**src/rtl/resync_clk_div_pkg.sv**
```systemverilog
package resync_clk_div_pkg;

  typedef struct packed {
    logic sync_en;
    logic one_shot;
    logic dcs_en;
  } cfg_flags_t;

  localparam cfg_flags_t FLAGS_RESET = '{sync_en: 1'b0, one_shot: 1'b0, dcs_en: 1'b1};

endpackage

```
**src/rtl/resync_edge_sync.sv**
```systemverilog
module resync_edge_sync #(
  parameter int STAGES = 2
) (
  input  logic clk_i,
  input  logic rst_ni,
  input  logic pin_i,
  output logic rise_o
);

  logic [STAGES-1:0] chain_q;
  logic              last_q;

  always_ff @(posedge clk_i) begin
    if (!rst_ni) begin
      chain_q <= '0;
      last_q  <= 1'b0;
    end else begin
      chain_q <= {chain_q[STAGES-2:0], pin_i};
      last_q  <= chain_q[STAGES-1];
    end
  end

  assign rise_o = chain_q[STAGES-1] & ~last_q;

  AST_SINGLE_RISE: assert property (@(posedge clk_i) disable iff (!rst_ni)
    rise_o |=> !rise_o);

endmodule

```
**src/rtl/resync_ctrl.sv**
```systemverilog
module resync_ctrl
  import resync_clk_div_pkg::*;
#(
  parameter int RATIO_W = 3
) (
  input  logic               clk_i,
  input  logic               rst_ni,
  input  logic               wr_i,
  input  logic [RATIO_W-1:0] div_i,
  input  cfg_flags_t         flags_i,
  input  logic               rise_i,
  output logic [RATIO_W-1:0] div_q_o,
  output cfg_flags_t         flags_q_o,
  output logic               armed_o,
  output logic               fire_o
);

  logic [RATIO_W-1:0] div_q;
  cfg_flags_t         flags_q;
  logic               armed_q;

  always_ff @(posedge clk_i) begin
    if (!rst_ni) begin
      div_q   <= '0;
      flags_q <= FLAGS_RESET;
    end else if (wr_i) begin
      div_q   <= div_i;
      flags_q <= flags_i;
    end
  end

  assign fire_o = flags_q.sync_en & rise_i & (~flags_q.one_shot | armed_q);

  always_ff @(posedge clk_i) begin
    if (!rst_ni) begin
      armed_q <= 1'b0;
    end else if (wr_i) begin
      armed_q <= flags_i.sync_en & flags_i.one_shot;
    end else if (fire_o && flags_q.one_shot) begin
      armed_q <= 1'b0;
    end
  end

  assign div_q_o   = div_q;
  assign flags_q_o = flags_q;
  assign armed_o   = armed_q;

  AST_ARM_ON_WRITE: assert property (@(posedge clk_i) disable iff (!rst_ni)
    wr_i |=> armed_o == $past(flags_i.sync_en && flags_i.one_shot));

  AST_DISARM_AFTER_FIRE: assert property (@(posedge clk_i) disable iff (!rst_ni)
    (fire_o && flags_q.one_shot && !wr_i) |=> !armed_o);

  AST_NO_FIRE_WHEN_OFF: assert property (@(posedge clk_i) disable iff (!rst_ni)
    (rise_i && !flags_q.sync_en) |-> !fire_o);

endmodule

```
**src/rtl/resync_div_core.sv**
```systemverilog
module resync_div_core #(
  parameter int RATIO_W = 3
) (
  input  logic               clk_i,
  input  logic               rst_ni,
  input  logic [RATIO_W-1:0] div_sel_i,
  input  logic               restart_i,
  output logic               tick_o,
  output logic               phase_o
);

  logic [RATIO_W-1:0] cnt_q;
  logic [RATIO_W-1:0] active_q;
  logic               at_wrap;
  logic [RATIO_W:0]   ratio_n;
  logic [RATIO_W:0]   half_n;
  logic [RATIO_W:0]   high_lim;

  assign at_wrap = (cnt_q == active_q);

  always_ff @(posedge clk_i) begin
    if (!rst_ni) begin
      cnt_q    <= '0;
      active_q <= '0;
    end else if (restart_i || at_wrap) begin
      cnt_q    <= '0;
      active_q <= div_sel_i;
    end else begin
      cnt_q    <= cnt_q + 1'b1;
    end
  end

  always_comb begin
    ratio_n  = {1'b0, active_q} + 1'b1;
    half_n   = ratio_n >> 1;
    high_lim = (half_n == '0) ? {{RATIO_W{1'b0}}, 1'b1} : half_n;
  end

  assign tick_o  = (cnt_q == '0);
  assign phase_o = ({1'b0, cnt_q} < high_lim);

  AST_CNT_BOUND: assert property (@(posedge clk_i) disable iff (!rst_ni)
    cnt_q <= active_q);

  AST_COUNT_STEP: assert property (@(posedge clk_i) disable iff (!rst_ni)
    (!at_wrap && !restart_i) |=> cnt_q == $past(cnt_q) + 1'b1);

  AST_RESTART_ZERO: assert property (@(posedge clk_i) disable iff (!rst_ni)
    restart_i |=> (tick_o && phase_o));

  AST_RATIO_HOLD: assert property (@(posedge clk_i) disable iff (!rst_ni)
    (!at_wrap && !restart_i) |=> $stable(active_q));

endmodule

```
**src/rtl/resync_clk_div.sv**
```systemverilog
module resync_clk_div
  import resync_clk_div_pkg::*;
#(
  parameter int RATIO_W     = 3,
  parameter int SYNC_STAGES = 2
) (
  input  logic               clk_i,
  input  logic               rst_ni,
  input  logic               cfg_wr_i,
  input  logic [RATIO_W-1:0] cfg_div_i,
  input  logic               cfg_sync_en_i,
  input  logic               cfg_one_shot_i,
  input  logic               cfg_dcs_en_i,
  input  logic               sync_pin_i,
  output logic               tick_o,
  output logic               phase_o,
  output logic               armed_o,
  output logic               dcs_en_o
);

  cfg_flags_t         wr_flags;
  cfg_flags_t         flags_q;
  logic [RATIO_W-1:0] div_q;
  logic               rise;
  logic               fire;

  assign wr_flags = '{sync_en: cfg_sync_en_i, one_shot: cfg_one_shot_i, dcs_en: cfg_dcs_en_i};

  resync_edge_sync #(.STAGES(SYNC_STAGES)) u_edge (
    .clk_i  (clk_i),
    .rst_ni (rst_ni),
    .pin_i  (sync_pin_i),
    .rise_o (rise)
  );

  resync_ctrl #(.RATIO_W(RATIO_W)) u_ctrl (
    .clk_i     (clk_i),
    .rst_ni    (rst_ni),
    .wr_i      (cfg_wr_i),
    .div_i     (cfg_div_i),
    .flags_i   (wr_flags),
    .rise_i    (rise),
    .div_q_o   (div_q),
    .flags_q_o (flags_q),
    .armed_o   (armed_o),
    .fire_o    (fire)
  );

  resync_div_core #(.RATIO_W(RATIO_W)) u_core (
    .clk_i     (clk_i),
    .rst_ni    (rst_ni),
    .div_sel_i (div_q),
    .restart_i (fire),
    .tick_o    (tick_o),
    .phase_o   (phase_o)
  );

  assign dcs_en_o = flags_q.dcs_en;

  AST_TICK_HIGH_PHASE: assert property (@(posedge clk_i) disable iff (!rst_ni)
    tick_o |-> phase_o);

  AST_DCS_FOLLOWS_WRITE: assert property (@(posedge clk_i) disable iff (!rst_ni)
    cfg_wr_i |=> dcs_en_o == $past(cfg_dcs_en_i));

endmodule

```
**config.mk**
```make
export PLATFORM = sky130hd
export DESIGN_NAME = resync_clk_div
export DESIGN_NICKNAME = d
export VERILOG_FILES = /design/src/rtl/resync_clk_div_pkg.sv /design/src/rtl/resync_edge_sync.sv /design/src/rtl/resync_ctrl.sv /design/src/rtl/resync_div_core.sv /design/src/rtl/resync_clk_div.sv
export SDC_FILE = /design/constraint.sdc
export NUM_CORES = 1
export LEC_CHECK = 0
export ABC_AREA = 1
export ABC_CLOCK_PERIOD_IN_PS = 1200
export BUFFER_PORTS_ARGS = -buffer_cell sky130_fd_sc_hd__buf_2
export CAP_MARGIN = 30
export CORE_MARGIN = 2
export CORE_UTILIZATION = 55
export CTS_BUF_LIST = sky130_fd_sc_hd__clkbuf_2 sky130_fd_sc_hd__clkbuf_4 sky130_fd_sc_hd__clkbuf_8
export DETAILED_ROUTE_END_ITERATION = 8
export PLACE_DENSITY_LB_ADDON = 0.08
export SYNTH_ARGS = -nofsm -noshare
export SYNTH_HDL_FRONTEND = slang
export SYNTH_HIERARCHICAL = 1
export SYNTH_SLANG_ARGS = --single-unit
```
**constraint.sdc**
```tcl
create_clock -name clk_i -period 1.2 [get_ports clk_i]
set_input_delay 0 -clock clk_i [delete_from_list [all_inputs] [get_ports clk_i]]
set_output_delay 0 -clock clk_i [all_outputs]
set_load 0.005 [all_outputs]
```
Word level (Yosys, flattened, before mapping)
Index checks and enable logic that the tools add are counted.
{ "word_totals": {"regBits": 16, "in_bits": 10, "output_inout_bits": 4, "word_cells": 30} }
{ "classes": {"addsub": 2, "n_lt_le_gt_ge": 1, "n_eq_ne": 1, "mux": 3, "bitwise_logic": 8, "reduce_logical": 6} }
{ "ops": {"columns": ["op", "n"], "rows": [
  ["$add 3x1->4 const B", 1],
  ["$and 1x1->1", 4],
  ["$logic_not 4->1", 1],
  ["$lt 3x4->1", 1],
  ["$add 3x1->3 const B", 1],
  ["$eq 3x3->1", 1],
  ["$logic_not 3->1", 1],
  ["$mux 3", 1],
  ["$not 1->1", 3],
  ["$mux 1", 2],
  ["$reduce_bool 2->1", 1],
  ["$reduce_or 2->1", 1],
  ["$logic_and 1x1->1", 1],
  ["$logic_or 1x1->1", 1],
  ["$or 1x1->1", 1]
]} }

Depth between registers and ports, before layout
Gate-level depths: netlist of the first run.
{ "logic_depth": {"word_depth": 7, "depth_mapped": 8, "depth_no_buf": 8} }

Cells and area by module
The synthesis of the first run kept the hierarchy.
{ "by_module_without_submodules": {"columns": ["module", "n_inst", "cells_each", "area_per_inst_um2"], "rows": [
  ["resync_div_core", 1, 56, 387.9],
  ["resync_ctrl", 1, 36, 262.8],
  ["resync_edge_sync", 1, 11, 92.6]
]} }

Worst setup path before layout of the first run
OpenSTA, ideal clock, no wires.
{ "synth_timing": {"path_kind": "register -> output", "startpoint": "register u_core.active_q[0]", "endpoint": "output phase_o", "t_arrival_ps": 1162, "required_ps": 1200, "setup_slack_ps": 38, "stages_incl_launch_ff": 7, "n_path_buf": 0, "cell_sequence": "dfxtp_1 -> ha_1 -> xnor2_1 -> ha_1 -> nand2_1 -> inv_1 -> a21boi_1"} }
{ "synth_between": {"elab_chain_cells": 4} }
{ "synth_rtl": {"columns": ["item", "line", "source"], "rows": [
  ["start, declared", "resync_div_core.sv:13", "logic [RATIO_W-1:0] active_q;"],
  ["start signal, assigned", "resync_div_core.sv:27", "active_q <= div_sel_i;"],
  ["$add 3x1->4 *", "resync_div_core.sv:34", "ratio_n = {1'b0, active_q} + 1'b1;"],
  ["$logic_not 4->1", "resync_div_core.sv:36", "high_lim = (half_n == '0) ? {{RATIO_W{1'b0}}, 1'b1} : half_n;"],
  ["$mux 3 *", "resync_div_core.sv:36", null],
  ["$lt 3x4->1 *", "resync_div_core.sv:40", "assign phase_o = ({1'b0, cnt_q} < high_lim);"],
  ["end, declared", "resync_clk_div.sv:16", "output logic phase_o,"]
]} }
Every way passes the cells marked *; elsewhere a longest branch is shown, timed or not.

Final worst setup path of the first run
{ "layout_timing": {"startpoint": "register u_core.active_q[1]", "endpoint": "output phase_o"} }
Same word-level chain as after synthesis.

==> flow_metrics.tcl, run 1 <==
set metrics [dict create \
    drv_cap 0 \
    tns_ns -0.365 \
    setup_violations 4 \
    crit_required_ns 1.20 \
    ys_async_sr_fraction_pct 0 \
    wl_microns 1800 \
    ios 14 \
    final_hold_viol_count 0 \
    synth_area_per_cell_sq_um 7.22 \
    cts_sinks 16 \
    max_slew_margin_pct 81.6 \
    yosys.area_share.simple_pct 26.8 \
    finalCritPeriodShare_pct 124 \
    min_path_cells 2 \
    fin_util_pct 81.8 \
    yosysMostFrequentCell "nand2_1" \
    grt_start_max_net_pins 14 \
    numCtsBuffers 3 \
    synth_cells 103 \
    die_w_microns 40.8 \
    synth_cell_types 14 \
    slew_violations 0 \
    place_ws_ns -0.108 \
    stdcell_area_sq_um 1050 \
    drtIter0Drc 15 \
    yosys_most_used_dff "dfxtp_1" \
    muxShareOfSynthArea_pct 0 \
    critPathLaunch "u_core/active_q[1]" \
    core_area_sq_um 1280 \
    fin_skew_ns 0.00612 \
    synth_xor_xnor_area_share_pct 3.54 \
    r2r-start "u_core/active_q[2]" \
    dpl_cell_area_sq_um 837 \
    grt_pass1_vias 566 \
    setup_slack_ns -0.291 \
    rows 13 \
    synth_top_cell_by_area "dfxtp_1" \
    synth_compound_area_share_pct 8.42 \
    cts_tree "yes" \
    yosysWarningCount 6 \
    min-delay-start "rst_ni" \
    viasPerCell 5.00 \
    postRouteAntennaNets 0 \
    synth_nets 118 \
    synth_edf_count 0 \
    h-tree-depth 1 \
    cp_max_fo 4 \
    drive_gt1_share_pct 30.2 \
    initial_core_util_pct 57.8 \
    worstSetupPathType "reg -> out" \
    clock_latency_ns 0.27 \
    cts_buffer_depth 2 \
    grt_first_pass_wirelength_microns 2330 \
    firstDrtPassIters 4 \
    fp.dieH_microns 40.8 \
    overflow 0 \
    power_w 0.00198 \
    track_usage_pct 21.6 \
    post-dp-hpwl_microns 953 \
    area_growth_pct 41.4 \
    yosys-top-cells-count "nand2_1, inv_1, dfxtp_1, nor2_1, nand3_1" \
    synth_area_leaders "dfxtp_1, nand2_1, inv_1, ha_1, nor2_1" \
    antenna_found_initial 0 \
    antenna_cells 0 \
    ys_seq_area_share_pct 43.1 \
    max_freq_ghz 0.671 \
    rsz0062_at_grt "true" \
    end_kind "primary output" \
    fin_crit_ns 1.49 \
    wl_per_cell_microns 12.5 \
    pwr_density_cell_nw_per_um2 1880 \
    cp-start-kind "register" \
    reg2regPathDepth 8 \
    violations "setup timing" \
    hold_class "in -> reg" \
    portBuffers 13 \
    netlist_area_sq_um 743 \
    ctsRootBufferMaster "clkbuf_4" \
    synth_top_family_by_area "simple AND/OR/NAND/NOR gates" \
    ir_drop_v 0.00162 \
    die_area_sq_um 1660 \
    clk_pin_slew_ns 0.09 \
    via_count 720 \
    gp_congestion 0.730 \
    num-nets-final 146 \
    synth_top_area_share_pct 43.1 \
    synthAdderAreaFrac_pct 8.42 \
    worstMarginPinSlew_ns 0.275 \
    leakage_nw 0.499 \
    synth-seq-cells 16 \
    outcome "complete, but fails checks" \
    drc 0 \
    cp_data_arrival_time_ns 1.49 \
]
-- layer usage --
metal | up-vias | routed length, microns | GRT usage [%]
li1 | 371 | - | -
met1 | 318 | 810 | 26.5
met5 | - | 0 | 0
met2 | 27 | 893 | 36.9
met4 | 0 | 21 | 7.50
met3 | 4 | 75 | 4.89
-- worst paths after layout --
path | end | slack [ns]
setup / recovery | phase_o | -0.29
hold / removal | u_ctrl/flags_q_o[0] | 0.03
setup reg to reg | u_core/active_q[2] | -0.04
hold reg to reg | u_edge/chain_q[1] | 0.41
-- cell usage in the layout (no fill, tap or decap) --
| cell | count |
|---|---|
| ha_1 | 2 |
| dfxtp_2 | 4 |
| nand2_1 | 21 |
| inv_1 | 16 |
| nand3_1 | 7 |
| clkbuf_4 | 3 |
| nand2_2 | 1 |
| ha_4 | 3 |
| buf_2 | 13 |
| a21oi_2 | 2 |
| buf_4 | 4 |
| dfxtp_1 | 11 |
| a21oi_1 | 5 |
| o21ai_0 | 4 |
| xnor2_4 | 1 |
| a21boi_2 | 1 |
| nand3_4 | 2 |
| xnor2_1 | 1 |
| nor2_1 | 16 |
| xnor2_2 | 1 |
| nor2_2 | 1 |
| dfxtp_4 | 1 |
| dlygate4sd3_1 | 7 |
| inv_2 | 2 |
-- timing repair --
item,CTS,global route
setup buffers,1,1
pin swaps,3,5
gates resized for setup,7,14
hold buffers,7,0
endpoints found under the hold margin,8,0
setup endpoints to repair,1,8
-- sequential cells by signal, indices dropped and copies added, names as in the netlist --
signal,cells
u_ctrl/armed_o,1
u_ctrl/flags_q_o,3
u_core/active_q,3
u_edge/last_q,1
u_ctrl/div_q_o,3
u_edge/chain_q,2
u_core/cnt_q,3
-- logic make-up (layout without fill, tap and decap cells) --
kind of cell | after synthesis | count (layout)
and+or+nand+nor | 48 | 48
buffers and inverters | 19 | 45
DFF | 16 | 16
AOI/OAI and AO/OA | 12 | 12
adders and majority gates | 5 | 5
xor gates and xnor gates | 3 | 3
-- power by group --
| part | internal (W) | total, W | leakage, nW | switching (W) |
|---|---|---|---|---|
| registers | 0.000631 | 0.000745 | 0.134 | 0.000114 |
| clock network | 0.000116 | 0.000266 | 0.0138 | 0.000150 |
| logic | 0.000463 | 0.000966 | 0.351 | 0.000503 |
-- critical path: stages, from the launching register on --
cell and delay, ns:
dfxtp_4 0.37, ha_4 0.18, xnor2_4 0.17, ha_4 0.23, nand2_2 0.05, inv_2 0.03, a21boi_2 0.09, buf_2 0.11
-- final cells by class --
type                       count  area (sq um)
clock buffer                   3          22.5
tap                           15          18.8
fill                          83           234
timing repair buffer          24           165
inverter                      18          67.6
multi-input combinational     68           448
sequential                    16           329
-- per-stage QoR --
stage               hold slack (ns)  cells
global placement              0.184    132
detailed placement            0.186    132
finish                       0.0280    144
floorplan                    0.0841    103
CTS                          0.0193    143
global route                 0.0416    144
Note: power is estimated with default switching activity, not from simulation.
==> run 2: changes to the inputs <==
==> constraint.sdc (replaced) <==
create_clock -name clk_i -period 1.2 [get_ports clk_i]
set_input_delay 0 -clock clk_i [delete_from_list [all_inputs] [get_ports clk_i]]
set_output_delay 0 -clock clk_i [all_outputs]
set_load 0.05 [all_outputs]
==> run 2 against run 1 <==
The flow still finishes with violations (setup timing). Hold slack worse by 0.0015 ns. Via count is 4.3% higher. Critical path depth stayed put. Register-to-register slack better by 0.09 ns. Non-clock buffer count is 4 higher. Largest cell class unchanged.
==> flow_metrics.tcl, run 2 (synthesized netlist as in run 1, its figures left out) <==
set metrics [dict create \
    outcome "complete, but fails checks" \
    violations "setup timing" \
    crit_required_ns 1.20 \
    fin_crit_ns 1.62 \
    die_area_sq_um 1660 \
    viasPerCell 5.07 \
    ir_drop_v 0.00148 \
    final_cell_mix "nand2_1, nor2_1, buf_2, inv_1, dfxtp_1" \
    reg2regPathDepth 5 \
    crit_chain "ha_4 -> xnor2_2 -> ha_1 -> nand2_1 -> inv_2 -> a21boi_4 -> buf_6" \
    cp_data_arrival_time_ns 1.62 \
    max_freq_ghz 0.617 \
    area_growth_pct 50.3 \
    overflow 0 \
    drive_gt1_share_pct 41.4 \
    firstDrtPassIters 4 \
    multi_input_area_sq_um 463 \
    pwr_density_cell_nw_per_um2 2230 \
    cts_buffer_depth 2 \
    grt_pass1_vias 660 \
    slew_violations 0 \
    wl_per_cell_microns 12.2 \
    worstMarginPinSlew_ns 0.243 \
    track_usage_pct 22.9 \
    grt_start_max_net_pins 14 \
    numCtsBuffers 3 \
    portBuffers 13 \
    worstSetupPathType "reg -> out" \
    post-dp-hpwl_microns 1130 \
    cp-start-kind "register" \
    drtIter0Drc 30 \
    cp_max_fo 3 \
    place_ws_ns -0.211 \
    ios 14 \
    ctsRootBufferMaster "clkbuf_4" \
    setup_violations 1 \
    finalCritPeriodShare_pct 135 \
    end_kind "primary output" \
    fp.dieH_microns 40.8 \
    final_hold_viol_count 0 \
    critPathLaunch "u_core/active_q[1]" \
    final_common_cell "nand2_1" \
    grt_first_pass_wirelength_microns 2470 \
    setup_slack_ns -0.420 \
    clk_pin_slew_ns 0.09 \
    crit_slowest_cell "dfxtp_2" \
    ff2ff_setup_slack_ns 0.05 \
    cts_tree "yes" \
    antenna_cells 0 \
    postRouteAntennaNets 0 \
    rows 13 \
    drc 0 \
    leakage_nw 0.549 \
    hold_end "u_ctrl/flags_q_o[0]" \
    h-tree-depth 1 \
    cts_sinks 16 \
    antenna_found_initial 0 \
    max_stage_delay_ns 0.35 \
    wl_microns 1800 \
    power_w 0.00249 \
    clock_latency_ns 0.28 \
    rsz0062_at_grt "true" \
    seq_area_sq_um 328 \
    hold_class "in -> reg" \
    num-nets-final 150 \
    max_slew_margin_pct 83.6 \
    initial_core_util_pct 57.8 \
    r2r-end "u_core/active_q[0]" \
    via_count 751 \
    core_area_sq_um 1280 \
    min_path_cells 2 \
    drv_cap 0 \
    r2r-start "u_core/active_q[1]" \
    n_fill_cell 73 \
    gp_congestion 0.702 \
    die_w_microns 40.8 \
    fin_skew_ns 0.00424 \
    fin_util_pct 87.0 \
    min-delay-start "rst_ni" \
]
[run 2: cell types whose count changed in the layout (fill, tap and decap cells not counted), sizes merged]
| cell | previous run | this run |
|---|---|---|
| buf | 17 | 21 |
[run 2: repair_timing]
item,CTS,global route
hold buffers,7,0
endpoints found under the hold margin,7,0
gates cloned,0,0
endpoints found under the setup margin,3,8
buffers inserted,0,2
gates resized for setup,6,26
pin swaps,3,3
[run 2: power breakdown]
group | internal [W] | switching (W) | total [W]
Clock | 0.000116 | 0.000151 | 0.000268
Sequential | 0.000625 | 0.0000785 | 0.000704
Combinational | 0.000692 | 0.000826 | 0.00152
[run 2: how the worst max path moves through the flow]
stage | to | slack (ns) | cells past startpoint
floorplan | phase_o | -0.14 | 6
global placement | phase_o | -0.17 | 7
detailed placement | phase_o | -0.21 | 6
CTS | phase_o | -0.40 | 6
global route | phase_o | -0.47 | 7
finish | phase_o | -0.42 | 7
[run 2: metal layers]
layer  track usage (%)  routed length, microns  vias to the layer above
li1                  -                       -                      380
met1              22.9                     680                      348
met2              46.8                    1040                       19
met3              1.63                      59                        4
met4              10.0                      20                        0
met5                 0                       0                        -
[run 2: final cells by class]
cell class,instances,share of cell area (%)
Timing Repair Buffer,28,19.3
Multi-Input combinational cell,68,41.4
Clock buffer,3,2.02
Sequential cell,16,29.3
Inverter,18,6.27
Tap cell,15,1.68
[run 2: worst max-delay path, delay by kind of cell (launching register included)]
| family | cells | cell delay, ns |
|---|---|---|
| DFF | 1 | 0.35 |
| xor gates and xnor gates | 1 | 0.13 |
| AOI/OAI and AO/OA | 1 | 0.11 |
| and+or+nand+nor | 1 | 0.08 |
| adders and majority gates | 2 | 0.45 |
| buffers and inverters | 2 | 0.21 |
[run 2: metrics by stage]
step                      TNS (ns)  std cells  cell area [sq um]  hold slack (ns)
after floorplan             -0.139        103                781           0.0841
after global placement      -0.168        136                905            0.183
after detailed placement    -0.211        136                905            0.213
after CTS                   -0.497        146               1010           0.0139
after global routing        -0.599        148               1120           0.0385
final                       -0.420        148               1120           0.0265
